### src/rtl/order_pkg.sv
package order_pkg;
   // Width of an index over n items, never less than one bit.
   function automatic int idx_w(input int n);
      return (n > 1) ? $clog2(n) : 1;
   endfunction
endpackage

### src/rtl/order_reorder_array.sv
module order_reorder_array #(
   parameter int NUM_CORES = 4,
   parameter int ID_W      = 4,
   parameter int DATA_W    = 16,
   parameter int SLOTS     = 4,
   localparam int CW       = order_pkg::idx_w(NUM_CORES),
   localparam int SW       = order_pkg::idx_w(SLOTS),
   localparam int ENT      = NUM_CORES * SLOTS,
   localparam int AW       = order_pkg::idx_w(ENT)
) (
   input  logic                      clk,
   input  logic                      rst,
   input  logic                      wr_en,
   input  logic [CW-1:0]             wr_core,
   input  logic [ID_W-1:0]           wr_id,
   input  logic [DATA_W-1:0]         wr_data,
   output logic                      wr_busy,
   input  logic                      clr_en,
   input  logic [CW-1:0]             clr_core,
   input  logic [NUM_CORES*ID_W-1:0] exp_flat,
   output logic [NUM_CORES-1:0]      head_hit,
   output logic [NUM_CORES*DATA_W-1:0] head_data
);
   logic [ENT-1:0]    vld_q;
   logic [ID_W-1:0]   id_q  [ENT];
   logic [DATA_W-1:0] dat_q [ENT];

   logic [AW-1:0] wr_idx;
   logic [AW-1:0] clr_idx;
   logic [AW-1:0] head_idx [NUM_CORES];

   always_comb begin
      wr_idx = AW'(int'(wr_core) * SLOTS + int'(wr_id[SW-1:0]));
      if (int'(wr_core) >= NUM_CORES) wr_busy = 1'b1;
      else                            wr_busy = vld_q[wr_idx];
   end

   // Lookup of the slot each core's expected number maps to.
   for (genvar c = 0; c < NUM_CORES; c++) begin : g_head
      logic [ID_W-1:0] exp_c;
      assign exp_c       = exp_flat[c*ID_W +: ID_W];
      assign head_idx[c] = AW'(c * SLOTS + int'(exp_c[SW-1:0]));
      assign head_hit[c] = vld_q[head_idx[c]] && (id_q[head_idx[c]] == exp_c);
      assign head_data[c*DATA_W +: DATA_W] = dat_q[head_idx[c]];
   end

   always_comb begin
      clr_idx = head_idx[0];
      for (int c = 0; c < NUM_CORES; c++)
         if (clr_core == CW'(c)) clr_idx = head_idx[c];
   end

   always_ff @(posedge clk) begin
      if (rst) begin
         vld_q <= '0;
      end else begin
         if (clr_en) vld_q[clr_idx] <= 1'b0;
         if (wr_en)  vld_q[wr_idx]  <= 1'b1;
      end
   end

   always_ff @(posedge clk) begin
      if (wr_en) begin
         id_q[wr_idx]  <= wr_id;
         dat_q[wr_idx] <= wr_data;
      end
   end
endmodule

### src/rtl/order_issue_select.sv
module order_issue_select #(
   parameter int NUM_CORES = 4,
   localparam int CW       = order_pkg::idx_w(NUM_CORES)
) (
   input  logic [NUM_CORES-1:0] head_hit,
   input  logic                 lock_en,
   input  logic [CW-1:0]        lock_core,
   output logic                 pick_vld,
   output logic [CW-1:0]        pick_core
);
   logic [NUM_CORES-1:0] allow;

   for (genvar c = 0; c < NUM_CORES; c++) begin : g_allow
      assign allow[c] = !lock_en || (lock_core == CW'(c));
   end

   // Fixed priority: the lowest core index that can go wins.
   always_comb begin
      pick_vld  = 1'b0;
      pick_core = '0;
      for (int c = NUM_CORES - 1; c >= 0; c--) begin
         if (head_hit[c] && allow[c]) begin
            pick_vld  = 1'b1;
            pick_core = CW'(c);
         end
      end
   end
endmodule

### src/rtl/order_token_stage.sv
module order_token_stage #(
   parameter int NUM_CORES = 4,
   parameter int ID_W      = 4,
   parameter int DATA_W    = 16,
   parameter bit IS_HEAD   = 1'b0,
   localparam int CW       = order_pkg::idx_w(NUM_CORES),
   localparam int TW       = NUM_CORES * ID_W
) (
   input  logic                        clk,
   input  logic                        rst,
   input  logic                        tok_in_vld,
   input  logic [TW-1:0]               tok_in_exp,
   input  logic                        pick_vld,
   input  logic [CW-1:0]               pick_core,
   input  logic [NUM_CORES*DATA_W-1:0] head_data,
   output logic                        fire,
   output logic                        tok_out_vld,
   output logic [TW-1:0]               tok_out_exp,
   output logic                        iss_vld,
   output logic [CW-1:0]               iss_core,
   output logic [ID_W-1:0]             iss_id,
   output logic [DATA_W-1:0]           iss_data
);
   logic [TW-1:0]     next_exp;
   logic [ID_W-1:0]   pick_id;
   logic [DATA_W-1:0] pick_data;
   logic              inject;

   assign fire = tok_in_vld && pick_vld;

   for (genvar c = 0; c < NUM_CORES; c++) begin : g_bump
      logic [ID_W-1:0] cur;
      assign cur = tok_in_exp[c*ID_W +: ID_W];
      assign next_exp[c*ID_W +: ID_W] =
         (fire && pick_core == CW'(c)) ? cur + ID_W'(1) : cur;
   end

   always_comb begin
      pick_id   = '0;
      pick_data = '0;
      for (int c = 0; c < NUM_CORES; c++) begin
         if (pick_core == CW'(c)) begin
            pick_id   = tok_in_exp[c*ID_W +: ID_W];
            pick_data = head_data[c*DATA_W +: DATA_W];
         end
      end
   end

   // Ring head creates the token once after reset; others never do.
   if (IS_HEAD) begin : g_head
      logic injected_q;
      always_ff @(posedge clk) begin
         if (rst) injected_q <= 1'b0;
         else     injected_q <= 1'b1;
      end
      assign inject = !injected_q && !tok_in_vld;
   end else begin : g_member
      assign inject = 1'b0;
   end

   always_ff @(posedge clk) begin
      if (rst) begin
         tok_out_vld <= 1'b0;
         tok_out_exp <= '0;
         iss_vld     <= 1'b0;
         iss_core    <= '0;
         iss_id      <= '0;
         iss_data    <= '0;
      end else begin
         tok_out_vld <= tok_in_vld || inject;
         tok_out_exp <= tok_in_vld ? next_exp : '0;
         iss_vld     <= fire;
         if (fire) begin
            iss_core <= pick_core;
            iss_id   <= pick_id;
            iss_data <= pick_data;
         end
      end
   end
endmodule

### src/rtl/bank_order_queue.sv
module bank_order_queue #(
   parameter int NUM_CORES = 4,
   parameter int ID_W      = 4,
   parameter int DATA_W    = 16,
   parameter int SLOTS     = 4,
   parameter bit IS_HEAD   = 1'b0,
   localparam int CW       = order_pkg::idx_w(NUM_CORES),
   localparam int TW       = NUM_CORES * ID_W
) (
   input  logic              clk,
   input  logic              rst,
   input  logic              req_vld,
   output logic              req_ready,
   input  logic [CW-1:0]     req_core,
   input  logic [ID_W-1:0]   req_id,
   input  logic [DATA_W-1:0] req_data,
   input  logic              lock_en,
   input  logic [CW-1:0]     lock_core,
   input  logic              tok_in_vld,
   input  logic [TW-1:0]     tok_in_exp,
   output logic              tok_out_vld,
   output logic [TW-1:0]     tok_out_exp,
   output logic              iss_vld,
   output logic [CW-1:0]     iss_core,
   output logic [ID_W-1:0]   iss_id,
   output logic [DATA_W-1:0] iss_data
);
   if (SLOTS < 2 || (SLOTS & (SLOTS - 1)) != 0) begin : g_bad_slots
      $error("SLOTS must be a power of two of at least 2");
   end
   if (SLOTS > (1 << ID_W)) begin : g_bad_window
      $error("SLOTS may not exceed the sequence number space");
   end
   if (NUM_CORES < 1 || DATA_W < 1) begin : g_bad_sizes
      $error("NUM_CORES and DATA_W must be positive");
   end

   logic                        wr_busy;
   logic                        accept;
   logic                        lock_ok;
   logic [NUM_CORES-1:0]        head_hit;
   logic [NUM_CORES*DATA_W-1:0] head_data;
   logic                        pick_vld;
   logic [CW-1:0]               pick_core;
   logic                        fire;

   assign lock_ok   = !lock_en || (req_core == lock_core);
   assign req_ready = !wr_busy && lock_ok;
   assign accept    = req_vld && req_ready;

   order_reorder_array #(
      .NUM_CORES(NUM_CORES), .ID_W(ID_W), .DATA_W(DATA_W), .SLOTS(SLOTS)
   ) u_array (
      .clk(clk), .rst(rst),
      .wr_en(accept), .wr_core(req_core), .wr_id(req_id), .wr_data(req_data),
      .wr_busy(wr_busy),
      .clr_en(fire), .clr_core(pick_core),
      .exp_flat(tok_in_exp), .head_hit(head_hit), .head_data(head_data)
   );

   order_issue_select #(.NUM_CORES(NUM_CORES)) u_select (
      .head_hit(head_hit), .lock_en(lock_en), .lock_core(lock_core),
      .pick_vld(pick_vld), .pick_core(pick_core)
   );

   order_token_stage #(
      .NUM_CORES(NUM_CORES), .ID_W(ID_W), .DATA_W(DATA_W), .IS_HEAD(IS_HEAD)
   ) u_token (
      .clk(clk), .rst(rst),
      .tok_in_vld(tok_in_vld), .tok_in_exp(tok_in_exp),
      .pick_vld(pick_vld), .pick_core(pick_core), .head_data(head_data),
      .fire(fire),
      .tok_out_vld(tok_out_vld), .tok_out_exp(tok_out_exp),
      .iss_vld(iss_vld), .iss_core(iss_core), .iss_id(iss_id), .iss_data(iss_data)
   );
endmodule

### config.mk
export PLATFORM = sky130hd
export DESIGN_NAME = bank_order_queue
export DESIGN_NICKNAME = d
export VERILOG_FILES = /design/src/rtl/order_pkg.sv /design/src/rtl/order_reorder_array.sv /design/src/rtl/order_issue_select.sv /design/src/rtl/order_token_stage.sv /design/src/rtl/bank_order_queue.sv
export SDC_FILE = /design/constraint.sdc
export NUM_CORES = 1
export LEC_CHECK = 0
export ABC_AREA = 1
export BUFFER_PORTS_ARGS = -buffer_cell sky130_fd_sc_hd__buf_4
export CORE_MARGIN = 1
export CORE_UTILIZATION = 35
export CTS_BUF_LIST = sky130_fd_sc_hd__clkbuf_8 sky130_fd_sc_hd__clkbuf_16
export DETAILED_ROUTE_END_ITERATION = 16
export PLACE_DENSITY_LB_ADDON = 0.08
export SLEW_MARGIN = 30
export SYNTH_ARGS = -nofsm -noshare
export SYNTH_HDL_FRONTEND = slang
export SYNTH_SLANG_ARGS = --single-unit
### constraint.sdc
create_clock -name clk -period 2.6 [get_ports clk]
set_input_delay 0.52 -clock clk [delete_from_list [all_inputs] [get_ports clk]]
set_output_delay 0.52 -clock clk [all_outputs]
set_load 0.01 [all_outputs]
# [Yosys cells after proc, flatten, opt, wreduce, memory -nomap -nowiden]
# Memories as Yosys holds them, arrays and structs flattened.
# Cells that the tools add are included.
[totals] register_bits=56 n_memories=2 input_bits=45 mem_bits_rw=320
[memory_table] name="u_array.dat_q" depth=16 word_bits=16 rd=4 rd_clocked_by_memory_dff=0 write_ports=1 line="order_reorder_array.sv:26" rtl="logic [DATA_W-1:0] dat_q [ENT];"
[memory_table] name="u_array.id_q" depth=16 word_bits=4 rd=4 rd_clocked_by_memory_dff=0 write_ports=1 line="order_reorder_array.sv:25" rtl="logic [ID_W-1:0] id_q [ENT];"
[op_classes] n_mux=42 n_lt_le_gt_ge=8 bitwise=4 add_sub_neg=8 reduce_logical=27 eq_ne=11
[op_table] operator="two-way mux 16 bit" count=7
[op_table] operator="two-way mux 4 bit" count=11
[op_table] operator="less-than comparator 4 x 5 -> 1 bit (second input constant)" count=5
[op_table] operator="logical AND 1 bit" count=17
[op_table] operator="adder 4 x 1 -> 4 bit (second input constant)" count=4
[op_table] operator="AND 16 bit" count=1
[op_table] operator="binary-select mux 1 bit (select 4 bit)" count=4
[op_table] operator="equality test 4 bit" count=4
[op_table] operator="inverter 16 bit" count=1
[op_table] operator="OR 16 bit" count=1
[op_table] operator="two-way mux 1 bit" count=13
[op_table] operator="adder 4 x 2 -> 4 bit (first input constant)" count=2
[op_table] operator="demux 1 bit (select 4 bit)" count=2
[op_table] operator="equality test 2 bit (second input constant)" count=4
[op_table] operator="greater-or-equal comparator 4 x 1 -> 1 bit (second input constant)" count=2
[op_table] operator="two-way mux 2 bit" count=4
[op_table] operator="logical OR 1 bit" count=5
[op_table] operator="less-than comparator 2 x 5 -> 1 bit (second input constant)" count=1
[op_table] operator="adder 3 x 2 -> 4 bit (first input constant)" count=1
[op_table] operator="adder 4 x 2 -> 4 bit" count=1
[op_table] operator="equality test 2 x 1 -> 1 bit (second input constant)" count=2
[op_table] operator="logical NOT 2 bit" count=2
[op_table] operator="binary-select mux 1 bit (select 2 bit)" count=1
[op_table] operator="equality test 2 bit" count=1
[op_table] operator="other kinds (3)" count=4

# [Logic depth before layout (Yosys ltp)]
[logic_depth] ltp_word=23 depth_mapped=20 ltp_nobuf=19

# [Cells and area by module]
# A second synthesis with hierarchy kept.
[hier_totals] cells_unflattened=1331 hier_area_um2=15229.6
[modules_own_cells] mod="order_reorder_array" seq_area_each_um2=9929.5 cells_each=965 area_per_inst_um2=12934.9 instances=1
[modules_own_cells] mod="order_token_stage" seq_area_each_um2=800.8 cells_each=328 area_per_inst_um2=2137.0 instances=1
[modules_own_cells] mod="order_issue_select" seq_area_each_um2=0.0 cells_each=21 area_per_inst_um2=88.8 instances=1
[modules_own_cells] mod="bank_order_queue" seq_area_each_um2=0.0 cells_each=17 area_per_inst_um2=68.8 instances=1

# [Least setup slack after synthesis]
# No wires, ideal clock.
[synth_timing] path_kind="input to register" start="input req_id[0]" end="memory u_array.dat_q[12][0] (enable)" t_arrival_ns=2.190 path_stages=10 t_required_ns=2.225 setup_slack_ns=0.035 setup_time_ns=0.375 path_buffers=0 cell_sequence="inv_1 nand2_1 o22ai_1 a221oi_1 o211ai_1 nor2_1 nand2_1 nor3_1 nand2_1 inv_1"
[synth_via] elab_chain_cells=8
[synth_lines] element="start, declared" line="bank_order_queue.sv:15" rtl="input logic [ID_W-1:0] req_id,"
[synth_lines] element="adder 4 x 2 -> 4 bit" line="order_reorder_array.sv:33" rtl="wr_idx = AW'(int'(wr_core) * SLOTS + int'(wr_id[SW-1:0]));"
[synth_lines] element="binary-select mux 1 bit (select 4 bit)" line="order_reorder_array.sv:35" rtl="else wr_busy = vld_q[wr_idx];"
[synth_lines] element="two-way mux 1 bit (implied by the code)" line="order_reorder_array.sv:35"
[synth_lines] element="logical NOT 1 bit" line="bank_order_queue.sv:48" rtl="assign req_ready = !wr_busy && lock_ok;"
[synth_lines] element="logical AND 1 bit" line="bank_order_queue.sv:48"
[synth_lines] element="named net req_ready" line="bank_order_queue.sv:13" rtl="output logic req_ready,"
[synth_lines] element="logical AND 1 bit" line="bank_order_queue.sv:49" rtl="assign accept = req_vld && req_ready;"
[synth_lines] element="two-way mux 1 bit" line="order_reorder_array.sv:63" rtl="if (wr_en) begin"
[synth_lines] element="two-way mux 1 bit (implied by the code)" line="order_reorder_array.sv:65" rtl="dat_q[wr_idx] <= wr_data;"
[synth_lines] element="end, declared" line="order_reorder_array.sv:26"
# The timed path passes the listed nets, and every way through them passes these cells. The select of a mux whose other input is x is not followed.

# [Worst setup path after layout]
[layout_timing] start="register u_array.vld_q[11]" end="output req_ready"
[layout_via] elab_chain_cells=4
[layout_lines] element="start, declared" line="order_reorder_array.sv:24" rtl="logic [ENT-1:0] vld_q;"
[layout_lines] element="start signal, assigned" line="order_reorder_array.sv:55" rtl="vld_q <= '0;"
[layout_lines] element="start signal, assigned by index" line="order_reorder_array.sv:57" rtl="if (clr_en) vld_q[clr_idx] <= 1'b0;"
[layout_lines] element="start signal, assigned by index" line="order_reorder_array.sv:58" rtl="if (wr_en) vld_q[wr_idx] <= 1'b1;"
[layout_lines] element="binary-select mux 1 bit (select 4 bit)" line="order_reorder_array.sv:35"
[layout_lines] element="two-way mux 1 bit (implied by the code)" line="order_reorder_array.sv:35"
[layout_lines] element="logical NOT 1 bit" line="bank_order_queue.sv:48"
[layout_lines] element="logical AND 1 bit" line="bank_order_queue.sv:48"
[layout_lines] element="end, declared" line="bank_order_queue.sv:13"
# No other way between the ends. The select of a mux whose other input is x is not followed.

==> summary.txt <==
Final layout
  – Area Overhead vs Synth: 21.7%
  – Most frequent cells in the layout: edfxtp_1, nand2_1, buf_4
  – Most common cell after layout, fill and taps aside: edfxtp_1
  – Share of cells above drive strength 1: 0.188
  – Register Area: ~11000 um2
  – Nets: between 1500 and 2000
  – Antenna Cells: 0
  – Multi-input gate area: 3860 um2
  – Fillers: roughly 4000
  – Post-route cell area: 18600 um2

Placed design
  – DP Area: about 17000 um2
  – HPWL reported at the end of detailed placement: roughly 29000 um
  – Routability cong.: approximately 0.92
  – I/O Buffers: between 80 and 90
  – Setup slack at placement: -45.5 ps

Clock network
  – Max Buffers Root-to-Sink: 3
  – Htree depth: 2
  – Post-CTS setup buffer count: 0
  – Inserted Clock Buffers: 43
  – CTS Hold Bufs: 0
  – Post-CTS Resized: 0
  – CTS tree: done
  – Root Driver: clkbuf_16
  – Worst-path clk slew: 60 ps
  – Worst-skew pair later-pin latency: ~570 ps
  – Num Clock Sinks: 376

Timing
  – Max Clock Skew: approximately 17 ps
  – Max Slew Vio Count: 0
  – Final worst-path cycle share: 0.871
  – Slew @ Worst Pin: 657 ps
  – Setup slack after layout: between 300 and 400 ps
  – Max-slew headroom: 0.561
  – Fin. Hold Viols: 0
  – Final setup viols: 0
  – Unrepaired setup endpoints after global routing: no
  – Final Critical Period: roughly 2300 ps
  – Max Clk Rate: about 440 MHz
  – Setup_tns: 0 ps

Logic synthesis
  – Yosys top cell by area: edfxtp_1
  – Top-area cell type share of the netlist area: 0.630
  – Post-synthesis sequential area ratio: 0.704
  – Net count of the mapped netlist: 1349
  – FF+latch count, synth: 376
  – Post-synthesis cell count: 1300
  – Mapped Area: 15200 um2
  – Top post-synthesis cells by area: edfxtp_1, dfxtp_1, nand2_1, o21ai_0, a22oi_1
  – Syn_area_per_cell: roughly 12 um2
  – YS warnings: 0
  – Distinct cell type count after synthesis: 41

Power
  – Clock share of power: 0.425
  – Switching power: ~0.003 W
  – Power per Cell Area: approximately 700 nW/um2
  – Total power: approximately 0.013 W
  – Switching share of power: 0.230
  – Seq pwr share: 0.511
  – LEAKAGE: 6.88 nW
  – Peak supply drop: ~480 uV
  – Cell Int Power: around 0.01 W
  – Comb pwr share: 0.064

Setup path
  – R2r endpoint: u_array.id_q[12][2]
  – Cells on worst reg2reg path: 11
  – Startpoint class of the critical path: flop
  – CP dominant cell by count: buf_4
  – Setup CP Type: flop to primary output
  – Crit path capture type: primary output
  – Crit path arrival time: 1740 ps
  – Worst-path fanout max: 2
  – CP max stage cell: dfxtp_1
  – R2R Setup Slk: between 400 and 500 ps
  – R2r startpoint: u_array.vld_q[11]
  – Max incr delay on CP: about 300 ps
  – Crit path required time: between 2000 and 2500 ps
  – Worst-path cell chain: inv_1 > o22ai_1 > a221oi_1 > o211ai_1 > nor2_1 > buf_4 > buf_4

Min path
  – Worst min-delay path category: input pin to flop
  – Worst hold path depth: 2
  – Hold Startpoint: tok_in_exp[7]
  – Hold endpoint: u_token.tok_out_exp[7]

Global routing
  – Vias in the first global route: approximately 10000
  – Initial antenna violation count: 0
  – GRT overflow: 0
  – Largest net degree at the start of global routing: 33
  – Total track usage: 0.193
  – First-pass GRT wire length: 63600 um

Detailed routing
  – Vias per std cell: 4.90
  – First-pass DRT Iterations: 5
  – Total Wirelength: between 40000 and 50000 um
  – 1st-iter DRT viols: 662
  – Wire length per cell: between 20 and 25 um
  – Final ANT Viol Nets: 0
  – Via count: roughly 10000
  – DRC viols: 0

Floorplanning
  – Die area: 44400 um2
  – Die Width: approximately 210 um
  – Die height: between 200 and 250 um
  – Initial core utilization: 0.355
  – I/O Pins: 86
  – Core Area: roughly 43000 um2
  – Cell Rows: 76

Run status
  – Outcome: complete, no violations

Job
  – Max-cap viol count: 0
==> flip-flops by register name, indices dropped and copies added, names as in the netlist <==
name,cells
u_token.tok_out_vld,1
u_token.tok_out_exp,16
u_array.vld_q,16
u_token.iss_vld,1
u_token.iss_data,16
u_token.iss_core,2
u_array.dat_q,256
u_token.iss_id,4
u_array.id_q,64
==> area by class of cell <==
type                            count  area share
Clock buffer                       43      0.0580
Clock inverter                     33      0.0102
Inverter                           92      0.0190
Multi-Input combinational cell    777       0.208
Sequential cell                   376       0.578
Tap cell                          585      0.0394
Timing Repair Buffer              181      0.0867
==> stage by stage <==
step / util / hold slack (ps) / cells
2_1_floorplan: - / 439 / 1300
3_3_place_gp: 0.402 / 455 / 2011
3_5_place_dp: 0.402 / 460 / 2011
4_1_cts: 0.432 / 140 / 2087
5_1_grt: 0.432 / 173 / 2087
6_report: 0.432 / 168 / 2087
==> power groups by stage <==
stage | logic (W) | clock network, W | registers, W
finish | 0.000828 | 0.00551 | 0.00663
global route | 0.000920 | 0.00586 | 0.00663
CTS | 0.000849 | 0.00566 | 0.00663
detailed placement | 0.000846 | 0 | 0.00676
global placement | 0.000845 | 0 | 0.00676
floorplan | 0.000384 | 0 | 0.00676
==> worst max-delay path: cells and delay by family, from the launching register on <==
family	cells	cell delay (ps)
DFF	1	300
AOI/OAI and AO/OA	3	450
and+or+nand+nor	1	130
buffers and inverters	3	320
==> metal layers <==
metal / part of all wire / GRT usage
met5: 0 / 0
met4: 0.019 / 0.0555
met3: 0.039 / 0.0263
met2: 0.48 / 0.319
met1: 0.46 / 0.266
==> logic make-up after synthesis <==
| group | synth area share |
|---|---|
| AND/OR/NAND/NOR | 0.133 |
| flip-flops | 0.704 |
| AO/OA/AOI/OAI | 0.116 |
| buffers and inverters | 0.0427 |
| adder cells (fa/ha/maj) | 0.00328 |
| XOR/XNOR | 0.00115 |
==> how the worst max path moves through the flow <==
stage / from / slack (ps) / end / cells after the start
after floorplan: req_id[0] / 30 / u_array.dat_q[12][0] / 10
after global placement: tok_in_exp[5] / -7 / u_array.vld_q[2] / 17
after detailed placement: req_id[0] / -50 / u_array.dat_q[6][13] / 13
after CTS: u_array.vld_q[11] / 270 / req_ready / 7
after global routing: u_array.vld_q[10] / 190 / req_ready / 7
final: u_array.vld_q[11] / 340 / req_ready / 7
==> synthesized netlist by cell type, drive strengths merged <==
cell type  number
a41oi           4
xor2            2
nor4            1
nor2          110
buf            25
clkbuf         30
o2111ai         1
dfxtp          56
nor3            5
a22oi          50
nand2         264
nand4           9
a21oi          64
nand3          72
o21ai         163
o22ai           2
edfxtp        320
o21a            1
ha              4
nand3b          1
o211ai         21
inv            92
a221oi          1
a31oi           2
No activity file was read; power rests on OpenSTA's default activity.
